### src/rtl/sramPipePkg.sv
package sramPipePkg;

  typedef struct packed {
    logic rdAccept;
    logic wrAny;
    logic globalWr;
    logic sleep;
  } sramStrobes_t;

endpackage

### src/rtl/sramCtrl.sv
module sramCtrl
  import sramPipePkg::*;
#(
  parameter int NUM_BYTES = 2
) (
  input  logic                 clk,
  input  logic                 rstN,
  input  logic                 pipeMode,
  input  logic                 chipSelN,
  input  logic                 chipSelHi,
  input  logic                 byteWrEnN,
  input  logic [NUM_BYTES-1:0] byteSelN,
  input  logic                 globalWrN,
  input  logic                 outEnN,
  input  logic                 sleepReq,
  output sramStrobes_t         strobes,
  output logic                 dataOutEn
);

  logic selected;
  logic anyLane;
  logic rdStage;
  logic pipeValid;

  // both enables plus no sleep make a selected cycle
  assign selected = ~chipSelN & chipSelHi & ~sleepReq;
  assign anyLane  = ~(&byteSelN);

  always_comb begin
    strobes.sleep    = sleepReq;
    strobes.globalWr = ~globalWrN;
    strobes.wrAny    = selected & (~globalWrN | (~byteWrEnN & anyLane));
    strobes.rdAccept = selected & ~strobes.wrAny;
  end

  // rdStage marks the cycle after a captured read; pipeValid one more
  always_ff @(posedge clk or negedge rstN) begin
    if (!rstN) begin
      rdStage   <= 1'b0;
      pipeValid <= 1'b0;
    end else begin
      rdStage   <= strobes.rdAccept;
      pipeValid <= rdStage & ~sleepReq;
    end
  end

  // single-cycle deselect: drive needs the latest capture to be a read
  assign dataOutEn = rdStage & (pipeValid | ~pipeMode) & ~outEnN & ~sleepReq;

  a_r6_deselect_drops_drive : assert property (@(posedge clk) disable iff (!rstN)
    !strobes.rdAccept |=> !dataOutEn);

endmodule

### src/rtl/sramDatapath.sv
module sramDatapath
  import sramPipePkg::*;
#(
  parameter int ADDR_W    = 4,
  parameter int NUM_BYTES = 2
) (
  input  logic                   clk,
  input  logic                   rstN,
  input  logic                   pipeMode,
  input  logic [ADDR_W-1:0]      addr,
  input  logic [NUM_BYTES-1:0]   byteSelN,
  input  logic [8*NUM_BYTES-1:0] wrData,
  input  sramStrobes_t           strobes,
  output logic [8*NUM_BYTES-1:0] rdData
);

  localparam int WORD_W = 8 * NUM_BYTES;
  localparam int DEPTH  = 1 << ADDR_W;

  logic [WORD_W-1:0]    memArray [DEPTH];
  logic [ADDR_W-1:0]    addrReg;
  logic [WORD_W-1:0]    pipeReg;
  logic [NUM_BYTES-1:0] laneWr;

  genvar gLane;
  generate
    for (gLane = 0; gLane < NUM_BYTES; gLane++) begin : g_lane
      assign laneWr[gLane] = strobes.wrAny & (strobes.globalWr | ~byteSelN[gLane]);
    end
  endgenerate

  always_ff @(posedge clk) begin
    for (int b = 0; b < NUM_BYTES; b++) begin
      if (laneWr[b]) memArray[addr][8*b +: 8] <= wrData[8*b +: 8];
    end
  end

  always_ff @(posedge clk or negedge rstN) begin
    if (!rstN) begin
      addrReg <= '0;
      pipeReg <= '0;
    end else if (!strobes.sleep) begin
      addrReg <= addr;
      pipeReg <= memArray[addrReg];
    end
  end

  assign rdData = pipeMode ? pipeReg : memArray[addrReg];

  a_r8_no_write_in_sleep : assert property (@(posedge clk) disable iff (!rstN)
    strobes.sleep |-> !strobes.wrAny);

endmodule

### src/rtl/sramPipeTop.sv
module sramPipeTop
  import sramPipePkg::*;
#(
  parameter int ADDR_W    = 4,
  parameter int NUM_BYTES = 2
) (
  input  logic                   clk,
  input  logic                   rstN,
  input  logic                   pipeMode,
  input  logic                   chipSelN,
  input  logic                   chipSelHi,
  input  logic [ADDR_W-1:0]      addr,
  input  logic                   byteWrEnN,
  input  logic [NUM_BYTES-1:0]   byteSelN,
  input  logic                   globalWrN,
  input  logic [8*NUM_BYTES-1:0] wrData,
  input  logic                   outEnN,
  input  logic                   sleepReq,
  output logic [8*NUM_BYTES-1:0] dataOut,
  output logic                   dataOutEn
);

  sramStrobes_t          strobes;
  logic [8*NUM_BYTES-1:0] rdData;

  sramCtrl #(.NUM_BYTES(NUM_BYTES)) i_ctrl (
    .clk(clk), .rstN(rstN), .pipeMode(pipeMode),
    .chipSelN(chipSelN), .chipSelHi(chipSelHi),
    .byteWrEnN(byteWrEnN), .byteSelN(byteSelN), .globalWrN(globalWrN),
    .outEnN(outEnN), .sleepReq(sleepReq),
    .strobes(strobes), .dataOutEn(dataOutEn)
  );

  sramDatapath #(.ADDR_W(ADDR_W), .NUM_BYTES(NUM_BYTES)) i_data (
    .clk(clk), .rstN(rstN), .pipeMode(pipeMode), .addr(addr),
    .byteSelN(byteSelN), .wrData(wrData), .strobes(strobes), .rdData(rdData)
  );

  assign dataOut = dataOutEn ? rdData : '0;

  always_comb begin
    if (outEnN) a_r7_oe_forces_off : assert (!dataOutEn);
  end

  a_r4_flow_read_drives : assert property (@(posedge clk) disable iff (!rstN)
    (!pipeMode && strobes.rdAccept) |=> (outEnN || sleepReq || dataOutEn));

endmodule

### config.mk
export PLATFORM = sky130hd
export DESIGN_NAME = sramPipeTop
export DESIGN_NICKNAME = d
export VERILOG_FILES = /design/src/rtl/sramPipePkg.sv /design/src/rtl/sramCtrl.sv /design/src/rtl/sramDatapath.sv /design/src/rtl/sramPipeTop.sv
export SDC_FILE = /design/constraint.sdc
export NUM_CORES = 1
export LEC_CHECK = 0
export BUFFER_PORTS_ARGS = -buffer_cell sky130_fd_sc_hd__buf_2
export CAP_MARGIN = 20
export CORE_ASPECT_RATIO = 1.2
export CORE_MARGIN = 2
export CORE_UTILIZATION = 30
export DETAILED_ROUTE_END_ITERATION = 8
export PLACE_DENSITY = 0.55
export SETUP_SLACK_MARGIN = 0.05
export SLEW_MARGIN = 15
export SYNTH_ARGS = -nofsm -noshare
export SYNTH_HDL_FRONTEND = slang
export SYNTH_HIERARCHICAL = 1
export SYNTH_SLANG_ARGS = --single-unit
### constraint.sdc
create_clock -name clk -period 1.9 [get_ports clk]
set_input_delay 0.38 -clock clk [delete_from_list [all_inputs] [get_ports clk]]
set_output_delay 0.38 -clock clk [all_outputs]
set_load 0.005 [all_outputs]
== Yosys cells after proc, flatten, opt, wreduce, memory -nomap -nowiden ==
Memories as Yosys holds them, arrays and structs flattened.
Index checks and enable logic that the tools add are counted.

* Register bits after elaboration: 22
* RAM bits: 256
* Bits of input ports: 31
* Output and inout port bits: 17
* Word-level logic and storage cells: 37
* Memories kept: 1

* Mux-type cells: 6
* Bitwise operators: 25
* Reduce and logical (&&, ||, !) cells: 1

{| class="wikitable"
|+ Memories
! memory !! depth !! bits a word !! read ports !! clocked after memory_dff !! wr ports !! line !! RTL
|-
| i_data.memArray || 16 || 16 || 1 || 0 || 1 || sramDatapath.sv:20 || <nowiki>logic [WORD_W-1:0] memArray [DEPTH];</nowiki>
|}

{| class="wikitable"
|+ Operator list
! cell !! count
|-
| $mux W16 || 2
|-
| $and A1 B1 Y1 || 11
|-
| $not A1 Y1 || 10
|-
| $mux W1 || 4
|-
| $or A1 B1 Y1 || 4
|-
| $reduce_and A2 Y1 || 1
|}

== Longest topological paths before layout ==
* Depth in word-level cells: 8
* Mapped depth: 8
* Gate-level depth less buffers: 5

== Hierarchy ==
Netlist, hierarchy kept.

{| class="wikitable"
|+ By module, submodules not included
! module !! instances !! cells each !! area an instance (um^2) !! seq. area each (um^2)
|-
| sramDatapath || 1 || 693 || 11303.3 || 8187.9
|-
| sramPipeTop || 1 || 17 || 126.4 || 0.0
|-
| sramCtrl || 1 || 11 || 117.6 || 50.0
|}

== Worst setup path before layout ==
Ideal clock, no wire load.

* Kind: input-to-reg
* From: in chipSelN
* To: mem i_data/memArray[2][0] (netlist name), enable pin
* Library setup time: 0.383 ns
* Arrival time: 2.039 ns
* Data required time: 1.517 ns
* Slack: -0.522 ns
* Stages: 5
* Cells stage by stage: or3b_4 a21oi_1 a21boi_0 nand3b_1 nor3_1

{| class="wikitable"
|+ RTL lines
! what !! line !! RTL
|-
| from (decl) || sramPipeTop.sv:10 || <nowiki>input logic chipSelN,</nowiki>
|-
| to (decl) || sramDatapath.sv:20 ||
|}

== Worst setup path after layout ==
* From: reg i_data.addrReg[0]
* To: out dataOut[1]

* Word-level cells in the longest chain between the ends: 3

{| class="wikitable"
|+ Ends and longest elaborated chain
! what !! line !! RTL
|-
| from (decl) || sramDatapath.sv:21 || <nowiki>logic [ADDR_W-1:0] addrReg;</nowiki>
|-
| from (signal assigned) || sramDatapath.sv:43 || <nowiki>addrReg <= addr;</nowiki>
|-
| $mem_v2 Z16 W16 || - ||
|-
| $mux W16 || sramDatapath.sv:48 || <nowiki>assign rdData = pipeMode ? pipeReg : memArray[addrReg];</nowiki>
|-
| named net rdData[1] || sramPipeTop.sv:24 || <nowiki>logic [8*NUM_BYTES-1:0] rdData;</nowiki>
|-
| $mux W16 || sramPipeTop.sv:39 || <nowiki>assign dataOut = dataOutEn ? rdData : '0;</nowiki>
|-
| to (decl) || sramPipeTop.sv:19 || <nowiki>output logic [8*NUM_BYTES-1:0] dataOut,</nowiki>
|}

The timed path passes the listed nets, and every way through them passes these cells.

==> metrics <==
r2r endpoint i_data/pipeReg[1]; Post-Synth Adder-Cell Area 0%; gpl congestion 0.7961; antenna violations before repair 1; Crit path required time 1520 ps; Worst Path Max Fanout 7; clk slew on worst S/H paths 60 ps; clk buf depth 3; Die X 183.1 µm; Worst-Margin Slew 623.3 ps; Ys Warns 6; sequential share of power 47.7%; worst skew pair latency 540 ps; GRT Total Usage 13.94%; drt pass-1 iters 5; post-DP HPWL 19250 µm; fin crit share 156.7%; Inserted Clock Buffers 29; critical path's largest stage delay 560 ps; ant diodes 0; Post-synth ARST share 7.914%; Placeable Area 37870 µm²; Reg-to-Reg Start i_data/addrReg[0]; post-synthesis xor/xnor area fraction 0%; top cells by area, synth edfxtp_1 (67%), mux2i_1 (8.1%), dfrtp_1 (4.8%), o311ai_1 (2.4%), mux2_2 (2.3%); die area 40080 µm²; Worst Hold Class primary input to flop; Post-layout nets 931; Setup TNS Final -15540 ps; multiplexer share of the synthesized area 10.49%; num rows 78; layout cells sized above 1 38.07%; fmax 335.9 MHz; via/cell ratio 4.940; P&R area growth vs syn 32.33%; Endpoint, Worst Hold i_ctrl/rdStage; Setup WS post-layout -1077 ps; post-synth top area share 66.57%; H-tree levels 1; Distinct cells, synth 33; vias in the first global route 6967; Leak 5.426 nW; TritonCTS Sinks 278; sequential area share after synthesis 71.34%; most used flip-flop cell after synthesis edfxtp_1; Switching Fraction 22.60%; Mapped Cells 721; Slew Viols, Final 0; synthesized area 11550 µm²; starting density of the core 30.49%; WP data arrival 2600 ps; failing checks negative setup slack; path type of the worst setup path flop to primary output; syn_nets 752; DRC Markers 0; fillers 3490; reg2reg path depth 7; Max stage delay cell, worst path dfrtp_4; Critical Path Sink Type primary output; Buf+Inv Stages, Crit Path 4; # setup viols final 17; post-layout util 40.35%; Hold Violations, Final 0; R2R Setup Slk 10 ps; Compound-Gate Fraction of Synth Area 7.715%; crit path cell chain buf_6 -> buf_16 -> mux2i_2 -> a222oi_1 -> nand3b_1 -> o311ai_2 -> buf_4 -> and2_2 -> buf_2; port bufs 47; CTS tree yes; post-route minimum period 2977 ps; Starting DRT DRC Count 490; Post-Synth Simple-Gate Area 7.639%; synthesized flop and latch total 278; Logic pwr share 12.4%; WL/cell 20.01 µm; power per cell area 941.1 nW/µm²; GRT Residual Overflow 0; # IOs 48; syn avg cell area 16.02 µm²; Clock Power Share 40.0%; height of the die 218.9 µm; outcome finished, violations left; Switch Pwr 3.251 mW; Pint 11.13 mW; Slew Limit Headroom 58.45%; hold depth 3; largest family of logic cells by synthesized area multiplexers; Synth area leader edfxtp_1; Antenna Nets Post-Route 0; RSZ-0062 raised after global routing yes; root buffer cell clkbuf_16; CP startpoint i_data/addrReg[0]; first-pass GRT wire length 42410 µm; number of synthesized flops with an enable pin 256; total number of vias 6926; largest net degree at the start of global routing 53; VDD IR max 0.9400 mV; hold path startpoint globalWrN; crit-path leading delay family flip-flops; WL final 28050 µm; CP startpoint kind flop; Max-Cap Viols 0; clk_skew 8.000 ps
## per-layer routing
metal | vias up | track usage (%) | part of all wire [%]
met5 | - | 0 | 0.046
li1 | 3223 | - | -
met2 | 125 | 25.53 | 52
met1 | 3540 | 17.49 | 43
met3 | 36 | 2.174 | 3.8
met4 | 2 | 2.533 | 1.5
## flip-flops by register name, summed over array words and instances (netlist names)
name,count
i_ctrl/pipeValid,1
i_ctrl/rdStage,1
i_data/memArray,256
i_data/pipeReg,16
i_data/addrReg,4
## cell usage in the layout (no fill, tap or decap), drive strengths merged, types with 2 or more instances in the layout
cell type / instances
edfxtp: 256
nor2b: 19
nor3b: 2
bufinv: 4
dfrtp: 22
clkinvlp: 2
inv: 2
nand2: 40
buf: 195
clkbuf: 38
nor2: 28
o21ai: 16
a221o: 14
nor3: 8
a21boi: 2
o311ai: 32
a21oi: 17
clkinv: 9
a222oi: 16
nand3: 2
nand3b: 34
o221ai: 2
a211oi: 14
mux2: 24
nand2b: 9
and2: 17
mux2i: 94
## repair_timing
item	in CTS	in global routing
hold buffers	1	0
setup buffers	8	8
endpoints found under the hold margin	22	0
resized for setup	44	40
gates cloned	3	0
setup endpoints to repair	33	28
pin swaps	10	12
## through the flow
step / area (µm²) / hold WS [ps] / cells / worst slack, ps / power (mW)
floorplan: 11800 / 84.41 / 721 / -170.0 / 7.824
global placement: 13780 / 420.1 / 1329 / -664.0 / 8.501
detailed placement: 13780 / 417.1 / 1329 / -700.0 / 8.512
CTS: 15070 / 117.5 / 1394 / -1051 / 14.41
global route: 15280 / 145.5 / 1402 / -1215 / 14.89
finish: 15280 / 126.8 / 1402 / -1077 / 14.38
## synth_stat cells, types with 16 or more instances
master      n
clkbuf_1   27
o21ai_0    16
a222oi_1   16
nor2b_1    18
nand3b_1   34
o311ai_1   31
nor2_1     28
mux2i_1    94
dfrtp_1    22
a21oi_1    17
nand2_1    40
edfxtp_1  256
mux2_2     24
## power groups by stage
stage               clock network (mW)  registers (mW)  logic (mW)
detailed placement                   0            6.97        1.54
global route                      6.12            6.86        1.91
finish                            5.75            6.85        1.78
floorplan                            0            6.95       0.875
CTS                               5.86            6.85        1.70
global placement                     0            6.97        1.54
## worst reg2reg max path: cells and delay by family, from the launching register on
family	cells	cell delay (ps)
AOI/OAI and AO/OA	2	490
buffers and inverters	3	490
DFF	1	560
muxes	1	160
and+or+nand+nor	1	90
## cell type report
cell class | count | area, µm² | area share [%]
sequential | 278 | 8247 | 53.97
timing repair buffer | 197 | 1986 | 12.99
clock inverter | 15 | 175.2 | 1.146
multi-input combinational | 392 | 3466 | 22.68
clock buffer | 38 | 799.5 | 5.232
tap | 480 | 600.6 | 3.930
inverter | 2 | 7.507 | 0.04913
## worst max path at each step
stage                     depth (start not counted)                     to
after CTS                                         7             dataOut[7]
final                                             9             dataOut[1]
after global placement                            7             dataOut[1]
after global routing                              9             dataOut[1]
after floorplan                                   5  i_data/memArray[2][0]
after detailed placement                          7             dataOut[1]
## kinds of logic after synthesis
group / count (synthesis)
DFF: 278
and+or+nand+nor: 159
muxes: 118
AOI/OAI and AO/OA: 114
buffers and inverters: 52
Power figures use the tool's default switching activity.
